File: src/rtl/stop_pkg.sv
package stop_pkg;
  localparam int NMODE  = 5;
  localparam int M_RUN  = 0;
  localparam int M_SHAL = 1;
  localparam int M_REG  = 2;
  localparam int M_DBG  = 3;
  localparam int M_DEEP = 4;

  typedef enum logic [1:0] {
    CAUSE_NONE = 2'b00,
    CAUSE_RST  = 2'b01,
    CAUSE_IRQ  = 2'b10
  } cause_e;
endpackage

File: src/rtl/stop_mode_decode.sv
module stop_mode_decode
  import stop_pkg::*;
(
  input  logic             stop_en,
  input  logic             dbg_en,
  input  logic             vdet_en,
  input  logic             vdet_stop_en,
  input  logic             pdown_sel,
  output logic             illegal,
  output logic [NMODE-1:0] target
);
  // Fixed priority: disabled stop, then debug, then live voltage detect, then power-down select
  always_comb begin
    illegal = 1'b0;
    target  = '0;
    if (!stop_en)                   illegal          = 1'b1;
    else if (dbg_en)                target[M_DBG]  = 1'b1;
    else if (vdet_en && vdet_stop_en) target[M_REG] = 1'b1;
    else if (pdown_sel)             target[M_DEEP] = 1'b1;
    else                            target[M_SHAL] = 1'b1;
  end

  always_comb begin
    a_r5_decode_onehot: assert (illegal || $countones(target) == 1);
  end
endmodule

File: src/rtl/stop_wake_arb.sv
module stop_wake_arb #(
  parameter int NSRC     = 6,
  parameter int VDET_IDX = 1,
  localparam int IDXW    = $clog2(NSRC)
) (
  input  logic            stopped,
  input  logic            ext_rst,
  input  logic            ext_rst_en,
  input  logic [NSRC-1:0] irq,
  input  logic [NSRC-1:0] irq_en,
  input  logic            vdet_low,
  input  logic            vdet_live,
  input  logic            vdet_act_rst,
  output logic            wake_rst,
  output logic            wake_irq,
  output logic [IDXW-1:0] src
);
  logic [NSRC-1:0] vdet_vec;
  logic [NSRC-1:0] eff;
  logic            vdet_rst;

  generate
    for (genvar g = 0; g < NSRC; g++) begin : g_vdet
      if (g == VDET_IDX) begin : g_hit
        assign vdet_vec[g] = vdet_live & ~vdet_act_rst & vdet_low;
      end else begin : g_miss
        assign vdet_vec[g] = 1'b0;
      end
    end
  endgenerate

  assign eff      = (irq | vdet_vec) & irq_en;
  assign vdet_rst = vdet_live & vdet_act_rst & vdet_low;
  assign wake_rst = stopped & ((ext_rst & ext_rst_en) | vdet_rst);
  assign wake_irq = stopped & (|eff) & ~wake_rst;

  // Lowest index wins
  always_comb begin
    src = '0;
    for (int i = NSRC - 1; i >= 0; i--) begin
      if (eff[i]) src = IDXW'(i);
    end
  end

  always_comb begin
    a_r10_excl: assert (!(wake_rst && wake_irq));
  end
endmodule

File: src/rtl/stop_mode_ctrl.sv
module stop_mode_ctrl
  import stop_pkg::*;
#(
  parameter int NSRC     = 6,
  parameter int VDET_IDX = 1,
  localparam int IDXW    = $clog2(NSRC)
) (
  input  logic             clk,
  input  logic             rst_n,
  input  logic             stop_req,
  input  logic             cfg_stop_en,
  input  logic             cfg_dbg_en,
  input  logic             cfg_vdet_en,
  input  logic             cfg_vdet_stop_en,
  input  logic             cfg_pdown_sel,
  input  logic             cfg_vdet_act_rst,
  input  logic             ext_rst,
  input  logic             ext_rst_en,
  input  logic [NSRC-1:0]  wake_irq,
  input  logic [NSRC-1:0]  wake_irq_en,
  input  logic             vdet_low,
  input  logic             conv_want,
  input  logic             cmp_ref_want,
  output logic [NMODE-1:0] mode_status,
  output logic             illegal_rst,
  output logic             reg_lowpwr,
  output logic             dbg_clk_hold,
  output logic             conv_stop_ok,
  output logic             cmp_ref_stop_ok,
  output logic [1:0]       wake_cause,
  output logic [IDXW-1:0]  wake_src
);
  logic [NMODE-1:0] mode_q;
  logic             illegal_q;
  cause_e           cause_q;
  logic [IDXW-1:0]  src_q;
  logic             lat_vdet_live;
  logic             lat_act_rst;

  logic             dec_illegal;
  logic [NMODE-1:0] dec_target;
  logic             w_rst, w_irq;
  logic [IDXW-1:0]  w_src;
  logic             running, shallow_any;

  assign running     = mode_q[M_RUN];
  assign shallow_any = mode_q[M_SHAL] | mode_q[M_REG] | mode_q[M_DBG];

  stop_mode_decode u_dec (
    .stop_en      (cfg_stop_en),
    .dbg_en       (cfg_dbg_en),
    .vdet_en      (cfg_vdet_en),
    .vdet_stop_en (cfg_vdet_stop_en),
    .pdown_sel    (cfg_pdown_sel),
    .illegal      (dec_illegal),
    .target       (dec_target)
  );

  stop_wake_arb #(.NSRC(NSRC), .VDET_IDX(VDET_IDX)) u_wake (
    .stopped      (~running),
    .ext_rst      (ext_rst),
    .ext_rst_en   (ext_rst_en),
    .irq          (wake_irq),
    .irq_en       (wake_irq_en),
    .vdet_low     (vdet_low),
    .vdet_live    (lat_vdet_live),
    .vdet_act_rst (lat_act_rst),
    .wake_rst     (w_rst),
    .wake_irq     (w_irq),
    .src          (w_src)
  );

  always_ff @(posedge clk or negedge rst_n) begin
    if (!rst_n) begin
      mode_q        <= NMODE'(1) << M_RUN;
      illegal_q     <= 1'b0;
      cause_q       <= CAUSE_NONE;
      src_q         <= '0;
      lat_vdet_live <= 1'b0;
      lat_act_rst   <= 1'b0;
    end else begin
      illegal_q <= 1'b0;
      cause_q   <= CAUSE_NONE;
      src_q     <= '0;
      if (running) begin
        if (stop_req) begin
          if (dec_illegal) begin
            illegal_q <= 1'b1;
          end else begin
            mode_q        <= dec_target;
            lat_vdet_live <= cfg_vdet_en & cfg_vdet_stop_en;
            lat_act_rst   <= cfg_vdet_act_rst;
          end
        end
      end else if (w_rst) begin
        mode_q  <= NMODE'(1) << M_RUN;
        cause_q <= CAUSE_RST;
      end else if (w_irq) begin
        mode_q  <= NMODE'(1) << M_RUN;
        cause_q <= CAUSE_IRQ;
        src_q   <= w_src;
      end
    end
  end

  assign mode_status     = mode_q;
  assign illegal_rst     = illegal_q;
  assign wake_cause      = cause_q;
  assign wake_src        = src_q;
  assign reg_lowpwr      = mode_q[M_SHAL] | mode_q[M_DEEP];
  assign dbg_clk_hold    = mode_q[M_DBG];
  assign conv_stop_ok    = conv_want & lat_vdet_live & shallow_any;
  assign cmp_ref_stop_ok = cmp_ref_want & lat_vdet_live & shallow_any;

  a_r5_mode_onehot: assert property (@(posedge clk) disable iff (!rst_n)
    $countones(mode_status) == 1);
  a_r2_illegal: assert property (@(posedge clk) disable iff (!rst_n)
    running && stop_req && !cfg_stop_en |=> illegal_rst && mode_status[M_RUN]);
  a_r3_debug: assert property (@(posedge clk) disable iff (!rst_n)
    running && stop_req && cfg_stop_en && cfg_dbg_en |=> mode_status[M_DBG] && dbg_clk_hold);
  a_r6_hold: assert property (@(posedge clk) disable iff (!rst_n)
    !running && !w_rst && !w_irq |=> $stable(mode_status));
  a_r8_reset_wake: assert property (@(posedge clk) disable iff (!rst_n)
    !running && ext_rst && ext_rst_en |=> wake_cause == CAUSE_RST && mode_status[M_RUN]);
  a_r11_one_cycle: assert property (@(posedge clk) disable iff (!rst_n)
    wake_cause != CAUSE_NONE |=> wake_cause == CAUSE_NONE);
  a_r11_in_run: assert property (@(posedge clk) disable iff (!rst_n)
    wake_cause != CAUSE_NONE |-> mode_status[M_RUN]);
  a_r13_gate: assert property (@(posedge clk) disable iff (!rst_n)
    conv_stop_ok |-> shallow_any && !mode_status[M_SHAL]);
endmodule

File: config.mk
export PLATFORM = sky130hd
export DESIGN_NAME = stop_mode_ctrl
export DESIGN_NICKNAME = d
export VERILOG_FILES = /design/src/rtl/stop_pkg.sv /design/src/rtl/stop_mode_decode.sv /design/src/rtl/stop_wake_arb.sv /design/src/rtl/stop_mode_ctrl.sv
export SDC_FILE = /design/constraint.sdc
export NUM_CORES = 1
export LEC_CHECK = 0
export BUFFER_PORTS_ARGS = -buffer_cell sky130_fd_sc_hd__buf_2
export CORE_MARGIN = 5
export CORE_UTILIZATION = 30
export DETAILED_ROUTE_END_ITERATION = 10
export PLACE_DENSITY_LB_ADDON = 0.2
export SYNTH_ARGS = -nofsm -noshare
export SYNTH_HDL_FRONTEND = slang
export SYNTH_SLANG_ARGS = --single-unit
File: constraint.sdc
create_clock -name clk -period 1.44 [get_ports clk]
set_input_delay 0 -clock clk [delete_from_list [all_inputs] [get_ports clk]]
set_output_delay 0 -clock clk [all_outputs]
set_load 0.02 [all_outputs]
==> impl_metrics.tcl, run 1 <==
set metrics [dict create \
    worst_hold_path.endpoint "mode_status[3]" \
    outcome "finished clean" \
    grt_setup_unrepaired "false" \
    syn_area_sq_um 608 \
    final.setup.tns_ps 0 \
    grt_pass1_vias 629 \
    syn_inst 58 \
    timing.rr.end "illegal_rst" \
    p_clk_share_pct 26.0 \
    yosysSeqAreaShare_pct 53.7 \
    period_share_pct 96.6 \
    cts_inserted_buffers 3 \
    worstPathArrival_ps 1390 \
    area.growth.synth_to_final_pct 56.6 \
    core_area_sq_mm 0.00194 \
    groute.usage.overall_pct 12.1 \
    r2r-start "mode_status[0]" \
    cap_violations 0 \
    setup_viol 0 \
    p_total_w 0.000876 \
    dieArea_sq_mm 0.00303 \
    grt_start_max_net_pins 14 \
    route.vias.total 626 \
    drive_gt1_share_pct 49.5 \
    io_buffers 40 \
    ys_types 28 \
    reg2reg_depth 3 \
    fmax_mhz 719 \
    n_fill_cell 200 \
    internal_power_w 0.000612 \
    tightest_slew_ps 377 \
    start_kind "register" \
    drtAntennaViolNets 0 \
    h-tree-depth 1 \
    finClkSkew_ps 3.20 \
    clkSlewWorstSetupHoldPaths_ps 80 \
    syn_area_per_cell_sq_um 10.5 \
    cts_buffer_depth 2 \
    drtIter0Drc 8 \
    io-pin-count 41 \
    wl_per_cell_um 12.3 \
    synth_top_area_share_pct 49.4 \
    required_ps 1440 \
    synth-main-ff-cell "dfrtp_1" \
    fin_crit_ps 1390 \
    seqPwrFrac_pct 47.6 \
    finalWeightedCongestion 0.697 \
    drt_drc_violations_left 0 \
    drt_pass1_iterations 4 \
    maxSlewHeadroom_pct 74.5 \
    die_x_um 55.0 \
    switchingPower_w 0.000265 \
    yosys.area.top_type "dfrtp_1" \
    die_h_um 55.0 \
    synth-edff-count 0 \
    antenna_cells 0 \
    nets 136 \
    worstHoldStart "cfg_dbg_en" \
    drv_slew 0 \
    async_reset_ff_share_pct 100 \
    cts_tree "built" \
    total_leakage_power_nw 0.521 \
    rows 16 \
    vias_per_cell 4.60 \
    switching_share_pct 30.2 \
    path_max_fanout 3 \
    worstSetupPathType "register to output pin" \
    power_density_mw_per_mm2 920 \
    antenna_found_initial 0 \
    ff2ff_setup_slack_ps 60 \
    final_hold_viol_count 0 \
    yosysWarnings 0 \
    grt_pass1_wl_um 2530 \
    dp_hpwl_um 1360 \
    initial_core_util_pct 31.3 \
    hold_path_depth 3 \
    pwr-share-comb_pct 26.3 \
    cts-root-buf "clkbuf_4" \
    clkLatencyLatePin_ps 270 \
    synth_nets 84 \
    synth_area_leaders "dfrtp_1 (49%), nand2_1 (5.6%), dfstp_2 (4.3%), nor2_1 (3.7%), and3_1 (3.1%)" \
    clock-sinks 13 \
    ir_drop_v 0.000373 \
    ys_ff_latch 13 \
    drt-total-wl_um 1670 \
    hp-class "primary input to register" \
    critPathCaptureType "output pin" \
    grt_overflow 0 \
    startpoint "mode_status[2]" \
]
synthesized netlist by cell type (2+ instances only):
cell type	count
a21oi_1	2
nor2_1	6
and3_1	3
a32oi_1	2
nand2_1	9
o22ai_1	2
dfrtp_1	12
nor3_1	2
power groups by stage:
stage	Sequential, W	Combinational [W]	Clock [W]
floorplan	0.000447	0.0000903	0
global placement	0.000424	0.000205	0
detailed placement	0.000425	0.000207	0
CTS	0.000418	0.000219	0.000231
global route	0.000423	0.000252	0.000249
finish	0.000417	0.000231	0.000228
stage by stage:
step	hold WS, ps	setup slack, ps	instances	utilization (%)	area, sq um
after floorplan	-296	68.5	58	-	608
after global placement	-95.9	142	125	43.4	842
after detailed placement	-91.0	87.3	125	43.4	842
after CTS	1.19	37.6	134	47.3	918
after global routing	10.8	2.48	136	49.0	952
final	5.06	48.7	136	49.0	952
layer usage:
metal	up-vias	GRT usage (%)	routed length, um
met2	25	21.3	829
li1	317	-	-
met5	-	0	0
met1	279	12.7	620
met4	0	6.07	31
met3	5	4.02	190
area by class of cell:
class                           count  area, sq um  share of cell area, %
Tap cell                           27         33.8                   3.55
Multi-Input combinational cell     43          287                   30.1
Sequential cell                    13          327                   34.3
Clock buffer                        4         26.3                   2.76
Inverter                            1         3.75                  0.394
Timing Repair Buffer               48          275                   28.9
layout by cell type (no fill, tap or decap):
cell type	synthesis	routed
o21ai_0	1	1
clkbuf_4	0	3
or3_4	0	1
a41oi_1	1	1
a221oi_2	1	1
o22ai_1	2	2
clkbuf_1	0	1
a21oi_1	2	2
buf_4	1	4
dfrtp_1	12	12
a21o_1	1	1
nor2_1	6	6
nor2b_2	0	1
a21boi_1	1	1
nand3_1	1	1
o21ai_2	0	1
inv_1	1	1
and3_4	0	1
a32oi_1	2	2
a22oi_1	1	1
dlygate4sd3_1	0	5
and3b_1	1	1
nand3_4	1	1
a22o_1	1	1
buf_2	0	39
and3_1	3	2
mux2i_1	1	1
nand2_1	9	9
or2_2	1	1
or3b_1	1	1
dfstp_2	1	1
mux2_1	1	1
nor3_1	2	2
how the worst max path moves through the flow:
stage | endpoint | slack, ps | cells after the start
after CTS | cmp_ref_stop_ok | 40 | 3
after detailed placement | mode_status[4] | 90 | 4
after global routing | cmp_ref_stop_ok | 2 | 3
after floorplan | mode_status[1] | 70 | 3
after global placement | mode_status[4] | 140 | 4
final | conv_stop_ok | 50 | 3
timing repair:
action                                 CTS  global route
endpoints found under the hold margin   17             0
gates resized for setup                  0             5
setup endpoints to repair                0             6
hold buffers                             5             0
buffers inserted                         0             2
registers in the layout (all words and copies together), names as in the netlist:
signal	cells
lat_vdet_live	1
illegal_rst	1
mode_status	5
wake_src	3
wake_cause	2
lat_act_rst	1
worst max-delay path, cell delays in order, from the launching register on:
cell	delay, ps
dfrtp_1	400
or3_4	390
and3_1	180
buf_2	150
logic make-up after synthesis:
family / count (synthesis) / share of synthesized area, %
muxes: 2 / 3.50
DFF: 13 / 53.7
and+or+nand+nor: 27 / 23.7
buffers and inverters: 2 / 1.85
AOI/OAI and AO/OA: 14 / 17.3
Power figures use the tool's default switching activity.
==> run 2: changes to the inputs <==
SYNTH_HIERARCHICAL = 1   (was default)
==> run 2 against run 1 <==
  * Critical path depth is 3 higher
  * Sequential power is 24% higher
  * Via count is 16% higher
  * Routed wire length is 15% higher
  * First-iteration DRC count stayed put
==> impl_metrics.tcl, run 2 <==
set metrics [dict create \
    p_total_w 0.00159 \
    start_kind "register" \
    outcome "finished clean" \
    grt_setup_unrepaired "true" \
    fmax_mhz 696 \
    grt_pass1_vias 682 \
    period_share_pct 99.7 \
    postPlaceCellArea_sq_um 988 \
    ys_types 31 \
    drtAntennaViolNets 0 \
    ys_ff_latch 13 \
    groute.usage.overall_pct 11.0 \
    cts_buffer_depth 2 \
    drt-total-wl_um 1930 \
    ff2ff_setup_slack_ps 4 \
    crit_chain "nand4b_1 > nand2_1 > o311a_1 > nor3_4 > buf_4 > a21oi_2" \
    syn_area_sq_um 743 \
    clkLatencyLatePin_ps 270 \
    critPathCaptureType "register" \
    dieArea_sq_mm 0.00357 \
    worst_path_dominant_cell_family "simple AND/OR/NAND/NOR gates" \
    setup_viol 0 \
    initial_core_util_pct 30.6 \
    synth_top_area_share_pct 40.4 \
    layout_commonest_cell "buf_2" \
    rows 18 \
    clkSlewWorstSetupHoldPaths_ps 80 \
    die_h_um 59.8 \
    ys_top_cells_by_count "dfrtp_1 (12), nand2_1 (11), o21ai_0 (5), and2_1 (4), mux2i_1 (4)" \
    cap_violations 0 \
    final_cell_area_sq_mm 0.00116 \
    ir_drop_v 0.000869 \
    antenna_cells 0 \
    total_leakage_power_nw 0.633 \
    io_buffers 40 \
    grt_overflow 0 \
    power_density_mw_per_mm2 1360 \
    path_max_fanout 5 \
    required_ps 1650 \
    area.growth.synth_to_final_pct 56.6 \
    die_x_um 59.8 \
    worstPathArrival_ps 1650 \
    h-tree-depth 1 \
    yosys.area.top_type "dfrtp_1" \
    seqPwrFrac_pct 32.6 \
    dp_hpwl_um 1470 \
    nets 157 \
    worstHoldStart "stop_req" \
    synth-main-ff-cell "dfrtp_1" \
    finalWeightedCongestion 0.690 \
    synth-edff-count 0 \
    grt_start_max_net_pins 14 \
    post-route-util_pct 47.8 \
    grt_pass1_wl_um 2930 \
    antenna_found_initial 0 \
    drt_drc_violations_left 0 \
    switchingPower_w 0.000602 \
    cts_tree "built" \
    cts-root-buf "clkbuf_4" \
    fin_crit_ps 1440 \
    vias_per_cell 4.53 \
    drtIter0Drc 8 \
    yosysSeqAreaShare_pct 43.9 \
    slowest_delay_ps 410 \
    synth_nets 99 \
    r2r-start "lat_vdet_live" \
    pwr-share-comb_pct 53.6 \
    final_cells 160 \
    largest_reg_flops 5 \
    wl_per_cell_um 12.1 \
    p_clk_share_pct 13.8 \
    final_hold_viol_count 0 \
    async_reset_ff_share_pct 100 \
    syn_inst 73 \
    cp_num_buf_inv 1 \
    drv_slew 0 \
    drt_pass1_iterations 4 \
    synth_area_leaders "dfrtp_1 (40%), nand2_1 (5.6%), mux2i_1 (5.4%), dfstp_2 (3.5%), a22oi_2 (3.4%)" \
    finClkSkew_ps 10.5 \
    switching_share_pct 37.9 \
    hp-class "primary input to register" \
    worstSetupPathType "register to register" \
    syn_area_per_cell_sq_um 10.2 \
    layout_common_cells "buf_2 (38), dfrtp_1 (12), buf_4 (12), nand2_1 (11)" \
    internal_power_w 0.000984 \
    slowest_stage "dfrtp_1" \
    core_area_sq_mm 0.00243 \
    clock-sinks 13 \
    route.vias.total 725 \
    place_inst 144 \
    io-pin-count 41 \
    yosysWarnings 6 \
    yosys.cell_count.top_type "dfrtp_1" \
    cts_inserted_buffers 3 \
    startpoint "lat_vdet_live" \
    drive_gt1_share_pct 56.9 \
]
==> run 2: cell families after synthesis <==
logic type	share of synthesized area (%)
compound gates	14.0
buf+inv	4.04
flops	43.9
mux	7.41
other cells	0.505
simple gates	30.1
==> run 2: worst reg2reg max path: stages (launching register included) <==
cell and delay [ps]:
dfrtp_1 410, nand4b_1 110, nand2_1 80, o311a_1 340, nor3_4 250, buf_4 160, a21oi_2 30
==> run 2: routing by layer <==
layer  GRT usage [%]  wire length [um]  share of wire [%]
met3            4.10               128                6.6
met5               0                 0                  0
met1            12.3               754                 39
met4            3.80                22                1.1
met2            19.1              1020                 53
==> run 2: per-stage QoR <==
step | hold WS [ps] | worst slack (ps) | setup TNS [ps]
2_1_floorplan | -296 | 62.5 | 0
3_3_place_gp | -102 | 6.46 | 0
3_5_place_dp | -96.9 | -46.6 | -159
4_1_cts | 26.8 | 2.70 | 0
5_1_grt | 28.3 | -68.5 | -400
6_report | 32.6 | 3.78 | 0
==> run 2: worst paths after layout <==
| kind | to | depth (start not counted) |
|---|---|---|
| max | mode_status[0] | 6 |
| min | illegal_rst | 2 |
| max reg2reg | mode_status[0] | 6 |
| min reg2reg | mode_status[4] | 2 |
| max in group asynchronous | mode_status[0] | 2 |
| min in group asynchronous | mode_status[3] | 2 |
==> run 2: what timing repair did <==
action                                 in CTS  in global routing
setup buffers                               5                  3
setup endpoints to repair                   6                 10
endpoints found under the hold margin      15                  0
hold buffers                                4                  0
pin swaps                                   2                  6
resized for setup                           3                 12
==> run 2: power by group through the flow <==
stage	Sequential [W]	Combinational [W]	Clock (W)
after CTS	0.000510	0.000781	0.000230
after floorplan	0.000625	0.000297	0
final	0.000516	0.000850	0.000219
after global routing	0.000527	0.000926	0.000250
after detailed placement	0.000536	0.000624	0
after global placement	0.000532	0.000621	0
==> run 2: cell type report <==
cell class	count	area, sq um
Sequential cell	13	327
Fill cell	253	1270
Tap cell	30	37.5
Multi-Input combinational cell	55	423
Timing Repair Buffer	56	343
Inverter	2	7.51
Clock buffer	4	26.3
